## config.mk

```make
export PLATFORM = sky130hd
export DESIGN_NAME = cor_irq_ctrl
export DESIGN_NICKNAME = d
export VERILOG_FILES = /design/src/rtl/cor_irq_pkg.sv /design/src/rtl/cor_irq_pend.sv /design/src/rtl/cor_irq_regif.sv /design/src/rtl/cor_irq_out.sv /design/src/rtl/cor_irq_ctrl.sv
export SDC_FILE = /design/constraint.sdc
export NUM_CORES = 1
export LEC_CHECK = 0
export BUFFER_PORTS_ARGS = -buffer_cell sky130_fd_sc_hd__buf_2
export CAP_MARGIN = 40
export CORE_MARGIN = 3
export CORE_UTILIZATION = 45
export DETAILED_ROUTE_END_ITERATION = 10
export GPL_ROUTABILITY_DRIVEN = 0
export PLACE_DENSITY = 0.75
export REMOVE_ABC_BUFFERS = 1
export SLEW_MARGIN = 40
export SYNTH_ARGS = -nofsm -noshare
export SYNTH_HDL_FRONTEND = slang
export SYNTH_HIERARCHICAL = 1
export SYNTH_SLANG_ARGS = --single-unit
```

## constraint.sdc

```tcl
create_clock -name clk_i -period 2 [get_ports clk_i]
set_clock_uncertainty 0.2 [all_clocks]
set_input_delay 0.2 -clock clk_i [delete_from_list [all_inputs] [get_ports clk_i]]
set_output_delay 0.2 -clock clk_i [all_outputs]
set_load 0.02 [all_outputs]
```

## src/rtl/cor_irq_pkg.sv

```systemverilog
package cor_irq_pkg;
  localparam int unsigned NUM_SRC = 16;
  localparam logic ADDR_PEND = 1'b0;
  localparam logic ADDR_EN   = 1'b1;
endpackage

```

## src/rtl/cor_irq_pend.sv

```systemverilog
module cor_irq_pend #(
  parameter int unsigned N = 16
) (
  input  logic         clk_i,
  input  logic         rst_ni,
  input  logic [N-1:0] set_i,
  input  logic         clr_i,
  output logic [N-1:0] pend_o
);
  for (genvar g = 0; g < N; g++) begin : g_bit
    logic bit_q;
    // set wins over clear so a colliding event survives the read
    always_ff @(posedge clk_i or negedge rst_ni) begin
      if (!rst_ni) bit_q <= 1'b0;
      else         bit_q <= (bit_q & ~clr_i) | set_i[g];
    end
    assign pend_o[g] = bit_q;
  end
endmodule

```

## src/rtl/cor_irq_regif.sv

```systemverilog
module cor_irq_regif #(
  parameter int unsigned N = 16
) (
  input  logic         clk_i,
  input  logic         rst_ni,
  input  logic         rd_en_i,
  input  logic         wr_en_i,
  input  logic         addr_i,
  input  logic [N-1:0] wdata_i,
  input  logic [N-1:0] pend_i,
  output logic         pend_clr_o,
  output logic [N-1:0] en_o,
  output logic [N-1:0] rdata_o
);
  import cor_irq_pkg::*;

  logic [N-1:0] en_q;

  always_ff @(posedge clk_i or negedge rst_ni) begin
    if (!rst_ni)                          en_q <= '0;
    else if (wr_en_i && addr_i == ADDR_EN) en_q <= wdata_i;
  end

  always_comb begin
    rdata_o = '0;
    if (rd_en_i) rdata_o = (addr_i == ADDR_PEND) ? pend_i : en_q;
  end

  assign pend_clr_o = rd_en_i && (addr_i == ADDR_PEND);
  assign en_o       = en_q;
endmodule

```

## src/rtl/cor_irq_out.sv

```systemverilog
module cor_irq_out #(
  parameter int unsigned N = 16
) (
  input  logic [N-1:0] pend_i,
  input  logic [N-1:0] en_i,
  output logic         irq_n_o,
  output logic         irq_oe_o
);
  logic active;
  assign active   = |(pend_i & en_i);
  assign irq_oe_o = active;
  assign irq_n_o  = ~active;
endmodule

```

## src/rtl/cor_irq_ctrl.sv

```systemverilog
module cor_irq_ctrl #(
  parameter int unsigned N = cor_irq_pkg::NUM_SRC
) (
  input  logic         clk_i,
  input  logic         rst_ni,
  input  logic [N-1:0] event_i,
  input  logic         rd_en_i,
  input  logic         wr_en_i,
  input  logic         addr_i,
  input  logic [N-1:0] wdata_i,
  output logic [N-1:0] rdata_o,
  output logic         irq_n_o,
  output logic         irq_oe_o
);
  logic [N-1:0] pend_q;
  logic [N-1:0] en_q;
  logic         pend_clr;

  cor_irq_pend #(.N(N)) i_pend (
    .clk_i  (clk_i),
    .rst_ni (rst_ni),
    .set_i  (event_i),
    .clr_i  (pend_clr),
    .pend_o (pend_q)
  );

  cor_irq_regif #(.N(N)) i_regif (
    .clk_i      (clk_i),
    .rst_ni     (rst_ni),
    .rd_en_i    (rd_en_i),
    .wr_en_i    (wr_en_i),
    .addr_i     (addr_i),
    .wdata_i    (wdata_i),
    .pend_i     (pend_q),
    .pend_clr_o (pend_clr),
    .en_o       (en_q),
    .rdata_o    (rdata_o)
  );

  cor_irq_out #(.N(N)) i_out (
    .pend_i   (pend_q),
    .en_i     (en_q),
    .irq_n_o  (irq_n_o),
    .irq_oe_o (irq_oe_o)
  );
endmodule

```

==> results of run 1 <==
-- area by class of cell --
cell class,count,area [um2]
fill,264,1139
tap,46,57.56
clock buffer,8,90.09
multi-input combinational,80,759.5
inverter,1,3.754
timing repair buffer,92,644.4
sequential,32,800.8
-- critical path, stage by stage, from the launching register on --
cell	delay (ns)
dfrtp_1	0.40
a22oi_2	0.20
nand2_2	0.08
or4_4	0.54
buf_6	0.15
-- what timing repair did --
item | CTS | global route
setup endpoints to repair | 1 | 2
resized for setup | 6 | 4
pin swaps | 2 | 4
hold buffers | 33 | 0
setup buffers | 3 | 2
hold endpoints to repair | 64 | 0
-- synthesized netlist by cell type (all sizes together) --
| cell | number |
|---|---|
| mux2i | 16 |
| clkbuf | 1 |
| a21o | 16 |
| mux2 | 16 |
| nor2b | 17 |
| nor4 | 1 |
| nand2 | 5 |
| inv | 1 |
| or4 | 1 |
| dfrtp | 32 |
| a22oi | 8 |
| buf | 20 |
-- registers in the layout (all words and copies together) (netlist names) --
name and flops:
i_pend/g_bit.bit_q 16, i_regif/en_o 16
-- stage by stage --
step / hold WS, ns / cells
after CTS: 0.2163 / 257
after global routing: 0.2288 / 259
after global placement: 0.07398 / 213
after detailed placement: 0.09173 / 213
after floorplan: -0.2956 / 113
final: 0.2195 / 259
-- power groups by stage --
stage | logic, uW | clock network, uW | registers [uW]
after global routing | 445 | 549 | 789
after global placement | 321 | 0 | 779
after floorplan | 213 | 0 | 769
after CTS | 395 | 526 | 775
after detailed placement | 331 | 0 | 785
final | 408 | 514 | 779
-- layout by cell type, fill, tap and decap left out, types with 2 or more instances in the layout --
cell	instances
a21o_1	10
a21o_2	6
a22oi_1	2
a22oi_2	6
buf_2	53
buf_4	5
clkbuf_1	2
clkbuf_8	6
dfrtp_1	32
dlygate4sd3_1	33
mux2_2	6
mux2_4	10
mux2i_1	16
nand2_1	2
nand2_2	2
nor2b_1	17
-- per-layer routing --
metal | vias to the layer above | wire [um] | track usage
met5 | - | 0 | 0
met4 | 0 | 47 | 0.09620
met3 | 5 | 217 | 0.03661
met2 | 42 | 1950 | 0.3147
met1 | 615 | 1677 | 0.2339
li1 | 606 | - | -
-- logic make-up (layout without fill, tap and decap cells) --
group | count (synthesis) | after routing | synth area share
compound gates | 24 | 24 | 0.1128
buf+inv | 22 | 101 | 0.1062
flops | 32 | 32 | 0.4689
mux | 32 | 32 | 0.2212
simple gates | 24 | 24 | 0.09084
-- path summary, 6_finish.rpt --
check | slack, ns | to | cells past startpoint
setup / recovery | -0.04 | irq_oe_o | 4
hold / removal | 0.22 | i_regif/en_o[8] | 3
setup reg to reg | 0.92 | i_regif/en_o[7] | 2
hold reg to reg | 0.31 | i_pend/g_bit[3].bit_q | 1
max in group asynchronous | 0.84 | i_pend/g_bit[4].bit_q | 2
min in group asynchronous | 0.31 | i_pend/g_bit[14].bit_q | 2
==> impl_metrics.env, run 1 <==
export IMPL_status="finished with violations"
export IMPL_failed_checks="setup timing"
export IMPL_cts_root_buf="clkbuf_8"
export IMPL_min_path_type="input pin to flop"
export IMPL_rr_startpoint="i_regif/en_o[7]"
export IMPL_antenna_left=0
export IMPL_avgRoutedWirePerCell_um=15.03
export IMPL_antenna_found_initial=0
export IMPL_critPathKind="flop to primary output"
export IMPL_cts_tree="yes"
export IMPL_irDropWorstVdd_mv=0.5338
export IMPL_drt_wl_total_mm=3.893
export IMPL_yosys_warnings=6
export IMPL_swShare=0.2775
export IMPL_crit_path_start="i_pend/g_bit[6].bit_q"
export IMPL_synth_largest_area_cell="dfrtp_1"
export IMPL_place_ws_ns=0.1943
export IMPL_layout_nets=249
export IMPL_power_share_clock=0.302
export IMPL_fmax_mhz=489.1
export IMPL_detail_route_iter0_violations=76
export IMPL_top_level_ports=55
export IMPL_syn_to_final_growth_pct=37.95
export IMPL_numCtsBuffers=5
export IMPL_grtUsageTotal=0.1900
export IMPL_synth_area_um2=1708
export IMPL_hp_start="wr_en_i"
export IMPL_cp_arrival_ns=1.64
export IMPL_synth_cell_types=18
export IMPL_min_period_ns=2.045
export IMPL_start_kind="flop"
export IMPL_crit_required_ns=1.60
export IMPL_powerDensity_nw_per_um2=722.0
export IMPL_finalInstanceArea_um2=2356
export IMPL_final_core_util=0.6742
export IMPL_hold_violations=0
export IMPL_rsz0062_at_grt="true"
export IMPL_maxSlewHeadroom=0.5365
export IMPL_syn_avg_cell_area_um2=12.75
export IMPL_grt_max_degree=33
export IMPL_viasPerCell=4.896
export IMPL_power_internal_uw=1229
export IMPL_start_util=0.4887
export IMPL_clk_path_buf_depth=2
export IMPL_setup_violations=1
export IMPL_dpl_cell_area_um2=1858
export IMPL_clk_latency_ns=0.29
export IMPL_synth_area_top_cells="dfrtp_1 (47%), mux2i_1 (9.4%), mux2_4 (8.8%), buf_4 (7.0%), nor2b_1 (6.2%)"
export IMPL_cellLeakagePower_uw=0.001137
export IMPL_clock_sinks=32
export IMPL_crit_path_end_kind="primary output"
export IMPL_clkTransAtPathRegs_ns=0.07
export IMPL_grt_pass1_vias=1357
export IMPL_pwr_share_seq=0.458
export IMPL_ys_seq_area_frac=0.4689
export IMPL_synth_seq_cells=32
export IMPL_maxCapViolations=0
export IMPL_slew_viol_final=0
export IMPL_post_route_period_util=1.022
export IMPL_synth_cells=134
export IMPL_gr_total_overflow=0
export IMPL_worst_slew_pin_slew_ns=0.6953
export IMPL_vias=1268
export IMPL_pwr_share_comb=0.240
export IMPL_drc=0
export IMPL_rows=21
export IMPL_p_switching_uw=472.1
export IMPL_fin_ws_ns=-0.04470
export IMPL_crit_fanout=3
export IMPL_port_buffers=54
export IMPL_cts_max_level=2
export IMPL_die_width_um=67.61
export IMPL_setup_tns_final_ns=-0.04470
export IMPL_drive_gt1_frac=0.4601
export IMPL_grt_pass1_wl_mm=6.237
export IMPL_n_antenna_cell=0
export IMPL_dieArea_um2=4570
export IMPL_die_y_um=67.61
export IMPL_yosys_area_top_type_share=0.4689
export IMPL_dr_pass1_iters=4
export IMPL_core_area_um2=3495
export IMPL_total_power_uw=1701
export IMPL_hpwl_mm=2.438
No activity file was read; power rests on OpenSTA's default activity.
==> run 2: changes to the inputs <==
--- a/config.mk
+++ b/config.mk
@@ -11,7 +11,7 @@
 export CORE_UTILIZATION = 45
 export DETAILED_ROUTE_END_ITERATION = 10
 export GPL_ROUTABILITY_DRIVEN = 0
-export PLACE_DENSITY = 0.75
+export PLACE_DENSITY = 0.78
 export REMOVE_ABC_BUFFERS = 1
 export SLEW_MARGIN = 40
 export SYNTH_ARGS = -nofsm -noshare
==> constraint.sdc (replaced) <==
create_clock -name clk_i -period 1.7 [get_ports clk_i]
set_clock_uncertainty 0.2 [all_clocks]
set_input_delay 0.17 -clock clk_i [delete_from_list [all_inputs] [get_ports clk_i]]
set_output_delay 0.17 -clock clk_i [all_outputs]
set_load 0.02 [all_outputs]
==> impl_metrics.env, run 2 (synthesized netlist as in run 1, its figures left out) <==
export IMPL_hold_violations=0
export IMPL_fill_cells=232
export IMPL_fin_ws_ns=-0.3511
export IMPL_cp_arrival_ns=1.68
export IMPL_clkTransAtPathRegs_ns=0.07
export IMPL_vias=1389
export IMPL_crit_required_ns=1.33
export IMPL_final_cell_mix="buf_2 (52), dlygate4sd3_1 (33), dfrtp_1 (32), buf_4 (25), nor2b_1 (17)"
export IMPL_finalInstanceArea_um2=2515
export IMPL_syn_to_final_growth_pct=47.25
export IMPL_worst_slew_pin_slew_ns=0.6911
export IMPL_reg2regPathDepth=2
export IMPL_grtUsageTotal=0.2145
export IMPL_clock_sinks=32
export IMPL_critPathMaxStageDelay_ns=0.54
export IMPL_hold_ws_ns=0.1958
export IMPL_hp_start="wr_en_i"
export IMPL_hpwl_mm=2.834
export IMPL_reg2reg_to="i_regif/en_o[3]"
export IMPL_min_path_type="input pin to flop"
export IMPL_rr_startpoint="i_regif/en_o[3]"
export IMPL_hold_path_depth=3
export IMPL_viasPerCell=4.978
export IMPL_die_width_um=67.61
export IMPL_maxSlewHeadroom=0.5392
export IMPL_min_period_ns=2.051
export IMPL_worstPathCellList="a22oi_2 > nand2_1 > or4_4 > buf_6"
export IMPL_start_kind="flop"
export IMPL_grt_pass1_wl_mm=7.072
export IMPL_total_power_uw=2067
export IMPL_clk_latency_ns=0.28
export IMPL_maxCapViolations=0
export IMPL_core_area_um2=3495
export IMPL_crit_path_end_kind="primary output"
export IMPL_grt_max_degree=33
export IMPL_avgRoutedWirePerCell_um=15.73
export IMPL_cp_slowest_cell="or4_4"
export IMPL_dieArea_um2=4570
export IMPL_critPathKind="flop to primary output"
export IMPL_status="finished with violations"
export IMPL_antenna_left=0
export IMPL_cts_max_level=2
export IMPL_post_route_period_util=1.207
export IMPL_drt_wl_total_mm=4.389
export IMPL_irDropWorstVdd_mv=0.5873
export IMPL_detail_route_iter0_violations=65
export IMPL_die_y_um=67.61
export IMPL_numCtsBuffers=5
export IMPL_min_to="i_regif/en_o[0]"
export IMPL_rsz0062_at_grt="true"
export IMPL_cts_root_buf="clkbuf_8"
export IMPL_cp_top_family="simple AND/OR/NAND/NOR gates"
export IMPL_dp_cells=232
export IMPL_antenna_found_initial=0
export IMPL_r2r_slack_ns=0.60
export IMPL_cellLeakagePower_uw=0.001237
export IMPL_cts_tree="yes"
export IMPL_final_common_cell="buf_2"
export IMPL_setup_violations=2
export IMPL_clk_path_buf_depth=2
export IMPL_slew_viol_final=0
export IMPL_dpl_cell_area_um2=2013
export IMPL_instances_no_fill=279
export IMPL_port_buffers=54
export IMPL_start_util=0.4887
export IMPL_crit_fanout=2
export IMPL_grt_pass1_vias=1508
export IMPL_layout_nets=269
export IMPL_drc=0
export IMPL_rows=21
export IMPL_fmax_mhz=487.5
export IMPL_gr_total_overflow=0
export IMPL_failed_checks="setup timing"
export IMPL_powerDensity_nw_per_um2=822.1
export IMPL_multi_input_area_um2=750.7
export IMPL_seq_area_um2=800.8
export IMPL_drive_gt1_frac=0.5021
export IMPL_crit_buf_inv=1
export IMPL_dr_pass1_iters=4
export IMPL_n_antenna_cell=0
export IMPL_top_level_ports=55
## run 2: cell types whose count changed in the layout (fill, tap and decap cells not counted), moves of 2 or more
cell | previous run | this run
buf_4 | 5 | 25
a22oi_1 | 2 | 4
a22oi_2 | 6 | 4
clkbuf_1 | 2 | 0
clkinv_2 | 0 | 2
nand2_1 | 2 | 4
nand2_2 | 2 | 0
## run 2: what timing repair did
action,4_1_cts,5_1_grt
endpoints found under the hold margin,64,0
resized for setup,7,1
hold buffers,33,0
endpoints found under the setup margin,2,2
pin swaps,4,2
setup buffers,5,1
## run 2: cell type report
cell class / count / share of cell area
Clock buffer: 6 / 0.03284
Clock inverter: 2 / 0.003980
Inverter: 1 / 0.001493
Multi-Input combinational cell: 80 / 0.2985
Sequential cell: 32 / 0.3184
Tap cell: 46 / 0.02289
Timing Repair Buffer: 112 / 0.3219
## run 2: worst max-delay path by stage
stage / slack (ns) / cells after the start / from / to
after floorplan: -0.01 / 3 / i_pend/g_bit[6].bit_q / irq_n_o
after global placement: -0.04 / 4 / i_pend/g_bit[4].bit_q / irq_oe_o
after detailed placement: -0.06 / 4 / i_pend/g_bit[4].bit_q / irq_oe_o
after CTS: -0.33 / 4 / i_regif/en_o[7] / irq_oe_o
after global routing: -0.40 / 5 / i_pend/g_bit[2].bit_q / irq_n_o
final: -0.35 / 4 / i_pend/g_bit[2].bit_q / irq_oe_o
## run 2: through the flow
stage	setup TNS, ns	worst slack, ns	utilization
finish	-0.6694	-0.3511	0.7197
global route	-0.7892	-0.3991	0.7197
CTS	-0.6055	-0.3278	0.7168
detailed placement	-0.09658	-0.06367	0.5761
global placement	-0.03750	-0.03750	0.5761
floorplan	-0.01482	-0.01482	-
## run 2: per-layer routing
layer  track usage  vias up  routed length [um]
li1              -      649                   -
met1        0.2392      679                1706
met2        0.3827       47                2328
met3       0.05491       14                 220
met4       0.09114        0                 134
met5             0        -                   0
## run 2: worst reg2reg max path, delay by kind of cell, from the launching register on
kind                   cells  cell delay, ns
multiplexers               1            0.25
buffers and inverters      1            0.14
flip-flops                 1            0.39
## run 2: power by group
part / switching (uW) / total, uW / internal [uW]
clock: 275 / 597 / 322
sequential: 62.3 / 906 / 844
combinational: 239 / 564 / 325
